<file path="config.mk">
export PLATFORM = sky130hd
export DESIGN_NAME = chan_sequencer
export DESIGN_NICKNAME = d
export VERILOG_FILES = /design/src/rtl/seq_pkg.sv /design/src/rtl/seq_picker.sv /design/src/rtl/seq_serializer.sv /design/src/rtl/chan_sequencer.sv
export SDC_FILE = /design/constraint.sdc
export NUM_CORES = 1
export LEC_CHECK = 0
export BUFFER_PORTS_ARGS = -buffer_cell sky130_fd_sc_hd__buf_2
export CAP_MARGIN = 25
export CORE_UTILIZATION = 25
export DETAILED_ROUTE_END_ITERATION = 16
export SYNTH_ARGS = -nofsm -noshare
export SYNTH_HDL_FRONTEND = slang
export SYNTH_SLANG_ARGS = --single-unit
</file>
<file path="constraint.sdc">
create_clock -name clk -period 5.2 [get_ports clk]
set_input_delay 1.04 -clock clk [delete_from_list [all_inputs] [get_ports clk]]
set_output_delay 1.04 -clock clk [all_outputs]
set_load 0.05 [all_outputs]
</file>
<file path="src/rtl/seq_pkg.sv">
package seq_pkg;
  localparam int RES_W  = 12;
  localparam int TAG_W  = 3;
  localparam int WORD_W = 1 + TAG_W + RES_W;

  typedef enum logic [1:0] {ST_IDLE, ST_REQ, ST_WAIT, ST_SEND} seq_state_e;

  function automatic logic [WORD_W-1:0] pack_word(input logic alert,
                                                  input logic [TAG_W-1:0] tag,
                                                  input logic [RES_W-1:0] res);
    return {alert, tag, res};
  endfunction
endpackage

</file>
<file path="src/rtl/seq_picker.sv">
module seq_picker #(
  parameter int NCH = 8,
  localparam int TW = $clog2(NCH)
) (
  input  logic [NCH-1:0] mask,
  input  logic [TW-1:0]  from,
  output logic           found,
  output logic [TW-1:0]  pick
);
  // circular search upward from 'from'; the nearest set bit wins
  always_comb begin
    found = 1'b0;
    pick  = '0;
    for (int k = NCH - 1; k >= 0; k--) begin
      logic [TW-1:0] idx;
      idx = from + TW'(k);
      if (mask[idx]) begin
        found = 1'b1;
        pick  = idx;
      end
    end
  end
endmodule

</file>
<file path="src/rtl/seq_serializer.sv">
module seq_serializer #(
  parameter int WORD_W = 16,
  localparam int BYTE_W = WORD_W / 2
) (
  input  logic              clk,
  input  logic              rst_n,
  input  logic              load,
  input  logic [WORD_W-1:0] word,
  output logic              active,
  output logic              out_valid,
  input  logic              out_ready,
  output logic [BYTE_W-1:0] out_data,
  output logic              out_last
);
  logic [WORD_W-1:0] held_q;
  logic              full_q, lo_q;

  always_ff @(posedge clk) begin
    if (!rst_n) begin
      held_q <= '0;
      full_q <= 1'b0;
      lo_q   <= 1'b0;
    end else if (load) begin
      held_q <= word;
      full_q <= 1'b1;
      lo_q   <= 1'b0;
    end else if (full_q && out_ready) begin
      if (!lo_q) lo_q <= 1'b1;
      else       full_q <= 1'b0;
    end
  end

  assign active    = full_q;
  assign out_valid = full_q;
  assign out_last  = lo_q;
  assign out_data  = lo_q ? held_q[BYTE_W-1:0] : held_q[WORD_W-1:BYTE_W];

  // a stalled byte is held unchanged
  a_r7_hold_stalled: assert property (@(posedge clk) disable iff (!rst_n)
    out_valid && !out_ready |=> out_valid && $stable(out_data) && $stable(out_last));
endmodule

</file>
<file path="src/rtl/chan_sequencer.sv">
module chan_sequencer #(
  parameter int NCH       = 8,
  parameter int TEMP_BASE = 6,
  parameter int NTEMP     = 2,
  localparam int TW       = $clog2(NCH),
  localparam int RW       = seq_pkg::RES_W,
  localparam int WW       = seq_pkg::WORD_W
) (
  input  logic              clk,
  input  logic              rst_n,
  input  logic              cmd_wr,
  input  logic [NCH-1:0]    cmd_mask,
  input  logic              auto_en,
  input  logic              req_valid,
  output logic              req_ready,
  output logic              out_valid,
  input  logic              out_ready,
  output logic [7:0]        out_data,
  output logic              out_last,
  output logic              busy,
  output logic              cmd_active,
  output logic              conv_start,
  output logic [TW-1:0]     conv_chan,
  input  logic              conv_done,
  input  logic              conv_alert,
  input  logic [RW-1:0]     conv_data,
  input  logic [NTEMP*RW-1:0] temp_res,
  input  logic [NTEMP-1:0]  temp_alert
);
  import seq_pkg::*;

  seq_state_e     state_q;
  logic [NCH-1:0] mask_q;
  logic [TW-1:0]  ptr_q, chan_q;
  logic           active_q;
  logic [WW-1:0]  last_q;
  logic           found, live, accept, need_conv, load, ser_active, cmd_take;
  logic [TW-1:0]  pick;
  logic [WW-1:0]  load_word, temp_word;
  logic [NTEMP-1:0] tmatch;
  logic [WW-1:0]  tword [NTEMP];

  seq_picker #(.NCH(NCH)) u_pick (
    .mask(mask_q), .from(ptr_q), .found(found), .pick(pick)
  );

  for (genvar t = 0; t < NTEMP; t++) begin : g_temp
    assign tmatch[t] = (pick == TW'(TEMP_BASE + t));
    assign tword[t]  = pack_word(temp_alert[t], pick, temp_res[t*RW +: RW]);
  end

  always_comb begin
    temp_word = '0;
    for (int t = 0; t < NTEMP; t++)
      if (tmatch[t]) temp_word = tword[t];
  end

  assign cmd_take  = cmd_wr && !auto_en;
  assign live      = active_q && found;
  assign accept    = req_valid && req_ready;
  assign need_conv = live && !(|tmatch);
  assign load      = (accept && !need_conv) || (state_q == ST_WAIT && conv_done);

  always_comb begin
    if (state_q == ST_WAIT) load_word = pack_word(conv_alert, chan_q, conv_data);
    else if (live)          load_word = temp_word;
    else                    load_word = last_q;
  end

  always_ff @(posedge clk) begin
    if (!rst_n) begin
      state_q  <= ST_IDLE;
      mask_q   <= '0;
      ptr_q    <= '0;
      chan_q   <= '0;
      active_q <= 1'b0;
      last_q   <= '0;
    end else begin
      case (state_q)
        ST_IDLE: if (accept) state_q <= need_conv ? ST_REQ : ST_SEND;
        ST_REQ:  state_q <= ST_WAIT;
        ST_WAIT: if (conv_done) state_q <= ST_SEND;
        default: if (!ser_active) state_q <= ST_IDLE;
      endcase
      if (accept && need_conv) chan_q <= pick;
      if (load) last_q <= load_word;
      if (auto_en)       active_q <= 1'b0;
      else if (cmd_wr)   active_q <= 1'b1;
      if (cmd_take) begin
        mask_q <= cmd_mask;
        ptr_q  <= '0;
      end else if (accept && live) begin
        ptr_q  <= pick + TW'(1);
      end
    end
  end

  seq_serializer #(.WORD_W(WW)) u_ser (
    .clk(clk), .rst_n(rst_n), .load(load), .word(load_word),
    .active(ser_active), .out_valid(out_valid), .out_ready(out_ready),
    .out_data(out_data), .out_last(out_last)
  );

  assign req_ready  = (state_q == ST_IDLE);
  assign busy       = (state_q == ST_REQ) || (state_q == ST_WAIT);
  assign conv_start = (state_q == ST_REQ);
  assign conv_chan  = chan_q;
  assign cmd_active = active_q;

  // autonomous cycling drops command mode
  a_r10_interlock: assert property (@(posedge clk) disable iff (!rst_n)
    auto_en |=> !cmd_active);
  // an allowed write enters command mode
  a_r2_enter: assert property (@(posedge clk) disable iff (!rst_n)
    cmd_wr && !auto_en |=> cmd_active);
  // temperature slots never start the converter
  a_r4_temp_no_start: assert property (@(posedge clk) disable iff (!rst_n)
    conv_start |-> !(int'(conv_chan) >= TEMP_BASE && int'(conv_chan) < TEMP_BASE + NTEMP));
  // the start is a single-cycle pulse followed by a busy wait
  a_r5_start_pulse: assert property (@(posedge clk) disable iff (!rst_n)
    conv_start |=> !conv_start && busy);
  // busy holds until the converter reports done
  a_r5_busy_hold: assert property (@(posedge clk) disable iff (!rst_n)
    busy && !conv_done |=> busy);
  // no new read while a word is still going out
  a_r8_single: assert property (@(posedge clk) disable iff (!rst_n)
    out_valid |-> !req_ready);
endmodule

</file>
== Word-level counts from Yosys, hierarchy flattened ==
Index checks and enable logic that the tools add are counted.

* Flip-flop bits (word level): 35
* Logic and storage cells: 102

* $add $sub $neg: 8
* Order comparisons: 8
* Equal/unequal tests: 7
* Mux-type cells: 45
* Bitwise logic cells: 1
* Reduce and logical (&&, ||, !) cells: 25

{| class="wikitable"
|+ Operators with widths
! kind !! count
|-
| 16-bit two-way mux || 4
|-
| 3-bit by 4-bit less-than comparator with 1-bit output, second input constant || 8
|-
| 1-bit binary-select mux with 3-bit select || 8
|-
| 3-bit two-way mux || 8
|-
| 1-bit two-way mux || 19
|-
| 3-bit adder, second input constant || 4
|-
| 1-bit logical AND || 9
|-
| 2-bit two-way mux || 4
|-
| 8-bit two-way mux || 1
|-
| 2-bit OR reduction || 4
|-
| 3-bit by 1-bit adder with 3-bit output, second input constant || 2
|-
| 3-bit by 2-bit adder with 3-bit output, second input constant || 2
|-
| 3-bit equality test, second input constant || 2
|-
| 2-bit one-hot mux with 3 select lines || 1
|-
| 2-bit nonzero test || 3
|-
| 4-bit != test, second input constant || 1
|-
| 2-bit AND reduction || 2
|-
| 1-bit zero test || 3
|-
| 3-bit AND reduction || 1
|-
| 2-bit by 1-bit equality test with 1-bit output, second input constant || 1
|-
| 2-bit equality test, second input constant || 1
|-
| 2-bit zero test || 1
|-
| 1-bit logical OR || 2
|-
| 2-bit by 1-bit != test with 1-bit output, second input constant || 1
|-
| 2 further kinds || 2
|}

== Logic depth before layout (Yosys ltp) ==
Gate-level depths: netlist of the first run.

* Depth in word-level cells: 20
* Gate-level depth with buffers: 18
* Mapped depth without buffers: 13

== Cells and area by module ==
Synthesis of the first run repeated with hierarchy kept, for this count alone.

* Cells, all modules: 403
* Area total of the unflattened synthesis: 3514.6 sq um

{| class="wikitable"
|+ By module, submodules not included
! module !! times used !! cells an instance !! area an instance (sq um) !! seq. area each (sq um)
|-
| chan_sequencer || 1 || 245 || 1946.9 || 660.6
|-
| seq_serializer || 1 || 68 || 785.8 || 360.3
|-
| seq_picker || 1 || 90 || 782.0 || 0.0
|}

== Worst setup path before layout of the first run ==
OpenSTA, ideal clock, no wires.

* Path kind: register to register
* Start: register ptr_q[0]
* End: register u_ser.held_q[15]
* Library setup time: 88 ps
* Arrival: 4258 ps
* Data required time: 5112 ps
* Setup slack: 854 ps
* Cell stages (with the launch flop): 18
* Period minus slack after synthesis: 4346 ps
* Cell sequence: dfxtp_1 > buf_6 > buf_6 > clkinv_1 > ha_1 > buf_6 > mux4_1 > mux2_2 > and2_0 > o311ai_0 > nand3_2 > inv_1 > ha_1 > ha_1 > nor2b_1 > clkbuf_1 > a22oi_1 > a311oi_2

* Cells in the longest elaborated chain, start to end: 19

{| class="wikitable"
|+ RTL lines
! what !! line !! text
|-
| from (decl) || chan_sequencer.sv:34 || <nowiki>logic [TW-1:0] ptr_q, chan_q;</nowiki>
|-
| from (signal assigned) || chan_sequencer.sv:93 || <nowiki>ptr_q <= pick + TW'(1);</nowiki>
|-
| 3-bit adder || seq_picker.sv:16 || <nowiki>idx = from + TW'(k);</nowiki>
|-
| 1-bit binary-select mux with 3-bit select || seq_picker.sv:17 || <nowiki>if (mask[idx]) begin</nowiki>
|-
| 1-bit two-way mux (not written as such) || seq_picker.sv:17 ||
|-
| 3-bit two-way mux (7 in series) || seq_picker.sv:17 ||
|-
| 3-bit two-way mux * || seq_picker.sv:17 ||
|-
| net pick[1] || chan_sequencer.sv:38 || <nowiki>logic [TW-1:0] pick;</nowiki>
|-
| 3-bit equality test || chan_sequencer.sv:48 || <nowiki>assign tmatch[t] = (pick == TW'(TEMP_BASE + t));</nowiki>
|-
| 2-bit OR reduction || chan_sequencer.sv:61 || <nowiki>assign need_conv = live && !(|tmatch);</nowiki>
|-
| 1-bit zero test || chan_sequencer.sv:61 ||
|-
| 1-bit logical AND || chan_sequencer.sv:61 ||
|-
| 1-bit zero test || chan_sequencer.sv:62 || <nowiki>assign load = (accept && !need_conv) || (state_q == ST_WAIT && conv_done);</nowiki>
|-
| 1-bit logical AND || chan_sequencer.sv:62 ||
|-
| 1-bit logical OR || chan_sequencer.sv:62 ||
|-
| 2-bit AND reduction (no source line) || n/a ||
|-
| to (signal assigned) || seq_serializer.sv:24 || <nowiki>held_q <= word;</nowiki>
|-
| to (decl) || seq_serializer.sv:15 || <nowiki>logic [WORD_W-1:0] held_q;</nowiki>
|}

Mark *: on every way through the listed nets, which the timed path passes. The rest lies on a longest branch. The select of a mux whose other input is x is not followed.
A chain may end at the register's enable or synchronous reset.

== Worst setup path in the final report of the first run ==
* Start: register ptr_q[1]
* End: register u_ser.held_q[11]

* Cells in the longest elaborated chain, start to end: 19

{| class="wikitable"
|+ RTL lines
! what !! line
|-
| 3-bit adder || seq_picker.sv:16
|-
| 1-bit binary-select mux with 3-bit select || seq_picker.sv:17
|-
| 1-bit two-way mux (not written as such) || seq_picker.sv:17
|-
| 3-bit two-way mux (8 in series) || seq_picker.sv:17
|-
| 3-bit equality test || chan_sequencer.sv:48
|-
| 2-bit OR reduction || chan_sequencer.sv:61
|-
| 1-bit zero test || chan_sequencer.sv:61
|-
| 1-bit logical AND || chan_sequencer.sv:61
|-
| 1-bit zero test || chan_sequencer.sv:62
|-
| 1-bit logical AND || chan_sequencer.sv:62
|-
| 1-bit logical OR || chan_sequencer.sv:62
|-
| 2-bit AND reduction (no source line) || n/a
|}

Parallel ways exist; a longest one is shown, timed or not. The select of a mux whose other input is x is not followed.

==> flow_summary.yaml, run 1 <==
run_status:
  outcome: "complete, no violations"
synth:
  synth_area_sq_um: 2840
  yosysWarnings: 0
  ys_seq_area_frac: 0.247
  synth_seq_cells: 35
  synth.area.top_cells: "dfxtp_1, mux4_2, nand2_1"
  async_flop_share: 0
  synth_edf_count: 0
  syn-num-nets: 382
  ys_types: 56
  avgSynthCellArea_sq_um: 8.87
  netlist_instances: 320
  yosys.area.top_type: "dfxtp_1"
  synth-main-ff-cell: "dfxtp_1"
  synth_top_area_share: 0.247
clock_tree:
  cts_tree: "yes"
  cts.clk_slew.worst_paths_ns: 0.06
  cts-root-buf: "clkbuf_16"
  htreeDepth: 2
  clock_path_buffers: 2
  cts_setup_buffers: 0
  clock_sinks: 35
  clock_latency_ns: 0.28
  numCtsBuffers: 5
routing:
  drc: 0
  vias: 2740
  drt_wl_total_um: 7760
  dr.pass1.iters: 4
  wl_per_cell_um: 14.9
  drtIter0Drc: 148
  ant_nets: 0
  vias_per_cell: 5.25
setup_path:
  setup.worst_path.class: "reg -> reg"
  worst_path_max_delay_cell: "mux4_1"
  cp-end-kind: "register"
  start_kind: "register"
  cp_cell_sequence: "clkinv_1 > ha_1 > mux4_1 > mux2_4 > a31oi_1 > o21ai_1 > a211o_4 > and2_1 > ha_1 > ha_1 > o2bb2ai_1 > buf_4 > or2_2 > a311oi_1"
  critical_path.max_stage_delay_ns: 0.75
  cp.required_ns: 5.38
  arrival_ns: 4.90
  critical-path-top-cell-by-count: "ha_1"
  crit_fanout: 17
place:
  dp_slack_ns: 0.369
  place_area_sq_um: 3260
  portBuffers: 70
  gp_congestion: 0.882
  dp.cells: 514
  dp_hpwl_um: 5860
global_routing:
  grt_pass1_wl_um: 12500
  track_usage: 0.133
  antenna_found_initial: 0
  grt_pass1_vias: 2554
  grt.overflow.total: 0
  grt_max_degree: 30
job:
  cap_violations: 0
final_layout:
  drive_gt1_frac: 0.306
  finish.instance_area_sq_um: 3450
  nets: 443
  synthToLayoutAreaGrowth_pct: 21.6
  fin_cells: 522
  antenna_cells: 0
timing:
  relSlewSlack: 0.332
  drv_slew: 0
  period_share: 0.908
  post-route-min-period_ns: 4.72
  max_freq_mhz: 212
  setup_tns_ns: 0
  worst_slew_pin_slew_ns: 1.00
  worst_slack_ns: 0.479
  rsz0062_at_grt: "false"
  finalHoldViolations: 0
  finalClockSkew_ns: 0.00671
  setup_violations: 0
floorplan:
  initial_utilization: 0.259
  fp.dieArea_sq_um: 11800
  rows: 38
  die_width_um: 109
  fp.dieH_um: 109
  core_area_sq_um: 10900
  pin_count: 71
power_and_ir_drop:
  ir_worst_vdd_v: 0.000487
  power_density_nw_per_um2: 386
  p_leak_nw: 1.35
min_path:
  hold_class: "reg -> reg"
-- synthesized netlist by cell type, drive strengths merged, types with 3 or more instances --
cell type	n
dfxtp	35
nand2	35
a21oi	21
nor2	21
nor3	20
nand3	18
a311oi	16
a22oi	15
buf	15
mux4	15
mux2	12
inv	11
mux2i	10
clkbuf	8
ha	8
o21ai	8
and2	6
nor2b	6
a211oi	4
o211ai	4
a2111oi	3
-- path summary, 6_finish.rpt --
path,cells past startpoint,to,from,slack [ns]
setup reg to reg,14,u_ser.held_q[11],ptr_q[1],0.48
hold reg to reg,2,conv_chan[1],conv_chan[1],0.47
setup / recovery,14,u_ser.held_q[11],ptr_q[1],0.48
hold / removal,2,conv_chan[1],conv_chan[1],0.47
-- placed cells by master, fill, tap and decap left out, types with 7 or more instances in the layout --
cell type  count
a21oi_1       21
a22oi_1       15
a311oi_1      13
buf_2         70
buf_4          7
dfxtp_1       35
ha_1           8
inv_1         11
mux2_2        11
mux2i_1       10
mux4_2        11
nand2_1       35
nand3_1       17
nor2_1        21
nor3_1        20
o21ai_0        7
-- state kept, by name, summed over array words and instances (netlist names) --
signal and flops:
u_ser.held_q 16, mask_q 8, conv_chan 3, ptr_q 3, state_q 2, cmd_active 1
u_ser.active 1, u_ser.out_last 1
-- timing repair --
item,in CTS,in global routing
resized for setup,0,1
hold endpoints to repair,0,0
endpoints found under the setup margin,0,1
hold buffers,0,0
-- final cells by class --
| type | count | area [sq um] |
|---|---|---|
| fill | 1158 | 7480 |
| inverter | 13 | 48.8 |
| sequential | 35 | 701 |
| clock inverter | 2 | 60.1 |
| clock buffer | 6 | 129 |
| multi-input combinational | 249 | 1930 |
| timing repair buffer | 77 | 403 |
| tap | 140 | 175 |
-- cells by family after synthesis --
| kind of cell | count (synthesis) | synth area share |
|---|---|---|
| and+or+nand+nor | 114 | 0.187 |
| buffers and inverters | 36 | 0.0714 |
| DFF | 35 | 0.247 |
| AOI/OAI and AO/OA | 87 | 0.242 |
| muxes | 37 | 0.209 |
| xor gates and xnor gates | 3 | 0.00926 |
| adders and majority gates | 8 | 0.0353 |
-- metrics by stage --
stage / total power [mW] / hold slack, ns / utilization
5_1_grt: 1.40 / 0.498 / 0.316
6_report: 1.33 / 0.471 / 0.316
3_5_place_dp: 0.949 / 0.461 / 0.298
3_3_place_gp: 0.934 / 0.457 / 0.298
2_1_floorplan: 0.827 / 0.487 / -
4_1_cts: 1.34 / 0.475 / 0.316
-- critical path: cells and delay by family, from the launching register on --
kind | cells | cell delay [ns]
AND/OR/NAND/NOR | 2 | 0.67
flip-flops | 1 | 0.34
multiplexers | 2 | 1.08
buffers and inverters | 2 | 0.43
adder cells (fa/ha/maj) | 3 | 1.02
AO/OA/AOI/OAI | 5 | 1.07
-- per-layer routing --
metal | share of wire | vias up | global-route usage
met1 | 0.46 | 1320 | 0.183
met5 | 0 | - | 0
li1 | - | 1342 | -
met3 | 0.027 | 14 | 0.0115
met4 | 0.024 | 0 | 0.0550
met2 | 0.49 | 64 | 0.213
-- power breakdown --
part	switching, mW	internal (mW)
clock	0.113	0.275
combinational	0.384	0.200
sequential	0.0405	0.320
total	0.537	0.795
Power figures use the tool's default switching activity.
==> run 2, diff against run 1 <==
--- a/config.mk
+++ b/config.mk
@@ -5,10 +5,10 @@
 export SDC_FILE = /design/constraint.sdc
 export NUM_CORES = 1
 export LEC_CHECK = 0
-export BUFFER_PORTS_ARGS = -buffer_cell sky130_fd_sc_hd__buf_2
 export CAP_MARGIN = 25
 export CORE_UTILIZATION = 25
 export DETAILED_ROUTE_END_ITERATION = 16
+export DONT_BUFFER_PORTS = 1
 export SYNTH_ARGS = -nofsm -noshare
 export SYNTH_HDL_FRONTEND = slang
 export SYNTH_SLANG_ARGS = --single-unit
==> run 2 against run 1 <==
  * Worst hold slack improved by 0.080 ns
  * Fmax shrank 1.0%
  * Clock skew is 0.0021 ns higher
==> flow_summary.yaml, run 2 (synthesis results as in run 1) <==
min_path:
  hold_class: "reg -> reg"
  hold_start: "state_q[0]"
timing:
  post-route-min-period_ns: 4.77
  whs_ns: 0.551
  worst_slack_ns: 0.429
  setup_tns_ns: 0
  setup_violations: 0
  drv_slew: 0
  rsz0062_at_grt: "false"
  relSlewSlack: 0.358
  finalHoldViolations: 0
  period_share: 0.917
  finalClockSkew_ns: 0.00883
  max_freq_mhz: 210
  worst_slew_pin_slew_ns: 0.962
clock_tree:
  clock_sinks: 35
  cts-root-buf: "clkbuf_16"
  numCtsBuffers: 5
  htreeDepth: 2
  clock_path_buffers: 2
  cts_tree: "yes"
  cts.clk_slew.worst_paths_ns: 0.06
  clock_latency_ns: 0.28
routing:
  wl_per_cell_um: 16.1
  drc: 0
  dr.pass1.iters: 4
  drtIter0Drc: 155
  ant_nets: 0
  drt_wl_total_um: 7290
  vias: 2525
  vias_per_cell: 5.59
final_layout:
  largest_reg_flops: 16
  top_register: "u_ser.held_q"
  nets: 373
  fill_cells: 1180
  synthToLayoutAreaGrowth_pct: 8.42
  finish.instance_area_sq_um: 3080
  top_regs: "u_ser.held_q (16), mask_q (8)"
  layout_common_cells: "nand2_1, dfxtp_1, nor2_1, a21oi_1, nor3_1"
  drive_gt1_frac: 0.154
  antenna_cells: 0
place:
  dp_hpwl_um: 5420
  portBuffers: 0
  gp_congestion: 0.904
  place_area_sq_um: 2900
  dp_slack_ns: 0.377
global_routing:
  grt_pass1_wl_um: 11300
  grt_max_degree: 30
  grt_pass1_vias: 2305
  grt.overflow.total: 0
  antenna_found_initial: 0
  track_usage: 0.121
power_and_ir_drop:
  power_density_nw_per_um2: 385
  p_leak_nw: 1.03
  ir_worst_vdd_v: 0.000499
setup_path:
  critical-path-top-cell-by-count: "ha_1"
  worst_path_max_delay_cell: "mux4_1"
  arrival_ns: 4.97
  crit_fanout: 13
  cp_cell_sequence: "clkinv_1 > ha_1 > mux4_1 > mux2_2 > a21oi_1 > o21ai_1 > a211o_4 > and2_1 > ha_1 > ha_1 > nor2_1 > nand3_1 > a311oi_2"
  setup.worst_path.class: "reg -> reg"
  start_kind: "register"
  timing.rr.start: "ptr_q[1]"
  worstSetupStartpoint: "ptr_q[1]"
  cp.required_ns: 5.40
  critical_path.max_stage_delay_ns: 0.74
  cp-end-kind: "register"
run_status:
  outcome: "complete, no violations"
floorplan:
  pin_count: 71
  fp.dieH_um: 109
  die_width_um: 109
  fp.dieArea_sq_um: 11800
  core_area_sq_um: 10900
  rows: 38
  initial_utilization: 0.259
job:
  cap_violations: 0
## run 2: final timing paths
kind                     end  slack (ns)  cells after the start
max          u_ser.held_q[8]        0.43                     13
min               state_q[0]        0.55                      2
max reg2reg  u_ser.held_q[8]        0.43                     13
min reg2reg       state_q[0]        0.55                      2
## run 2: layout make-up
| type | count | area [sq um] | area share |
|---|---|---|---|
| Clock buffer | 5 | 125 | 0.0407 |
| Multi-Input combinational cell | 249 | 1930 | 0.629 |
| Tap cell | 140 | 175 | 0.0569 |
| Inverter | 13 | 48.8 | 0.0159 |
| Timing Repair Buffer | 7 | 72.6 | 0.0236 |
| Sequential cell | 35 | 701 | 0.228 |
| Clock inverter | 3 | 20.0 | 0.00651 |
## run 2: metrics by stage
| stage | total power [mW] | utilization | instances |
|---|---|---|---|
| CTS | 1.19 | 0.279 | 451 |
| global placement | 0.882 | 0.266 | 443 |
| finish | 1.18 | 0.281 | 452 |
| detailed placement | 0.892 | 0.266 | 443 |
| global route | 1.25 | 0.281 | 452 |
| floorplan | 0.827 | - | 320 |
## run 2: metal layers
metal | track usage | vias up | share of wire
met4 | 0.0425 | 0 | 0.017
li1 | - | 1198 | -
met2 | 0.197 | 73 | 0.51
met5 | 0 | - | 0
met1 | 0.160 | 1244 | 0.44
met3 | 0.0199 | 10 | 0.038
## run 2: where the power goes
group          leakage [nW]  internal [mW]  switching, mW
sequential            0.286          0.319         0.0568
combinational         0.683          0.167          0.350
clock                0.0658          0.176          0.116
total                  1.03          0.662          0.523
## run 2: what timing repair did
item                       in CTS  in global routing
gates resized for setup         0                  1
setup buffers                   0                  0
hold endpoints to repair        0                  0
setup endpoints to repair       0                 12
hold buffers                    0                  0
## run 2: critical path: cells and delay by family, from the launching register on
kind,cells,cell delay [ns]
AO/OA/AOI/OAI,4,0.91
adder cells (fa/ha/maj),3,1.01
buffers and inverters,1,0.23
flip-flops,1,0.34
multiplexers,2,1.10
AND/OR/NAND/NOR,3,1.12
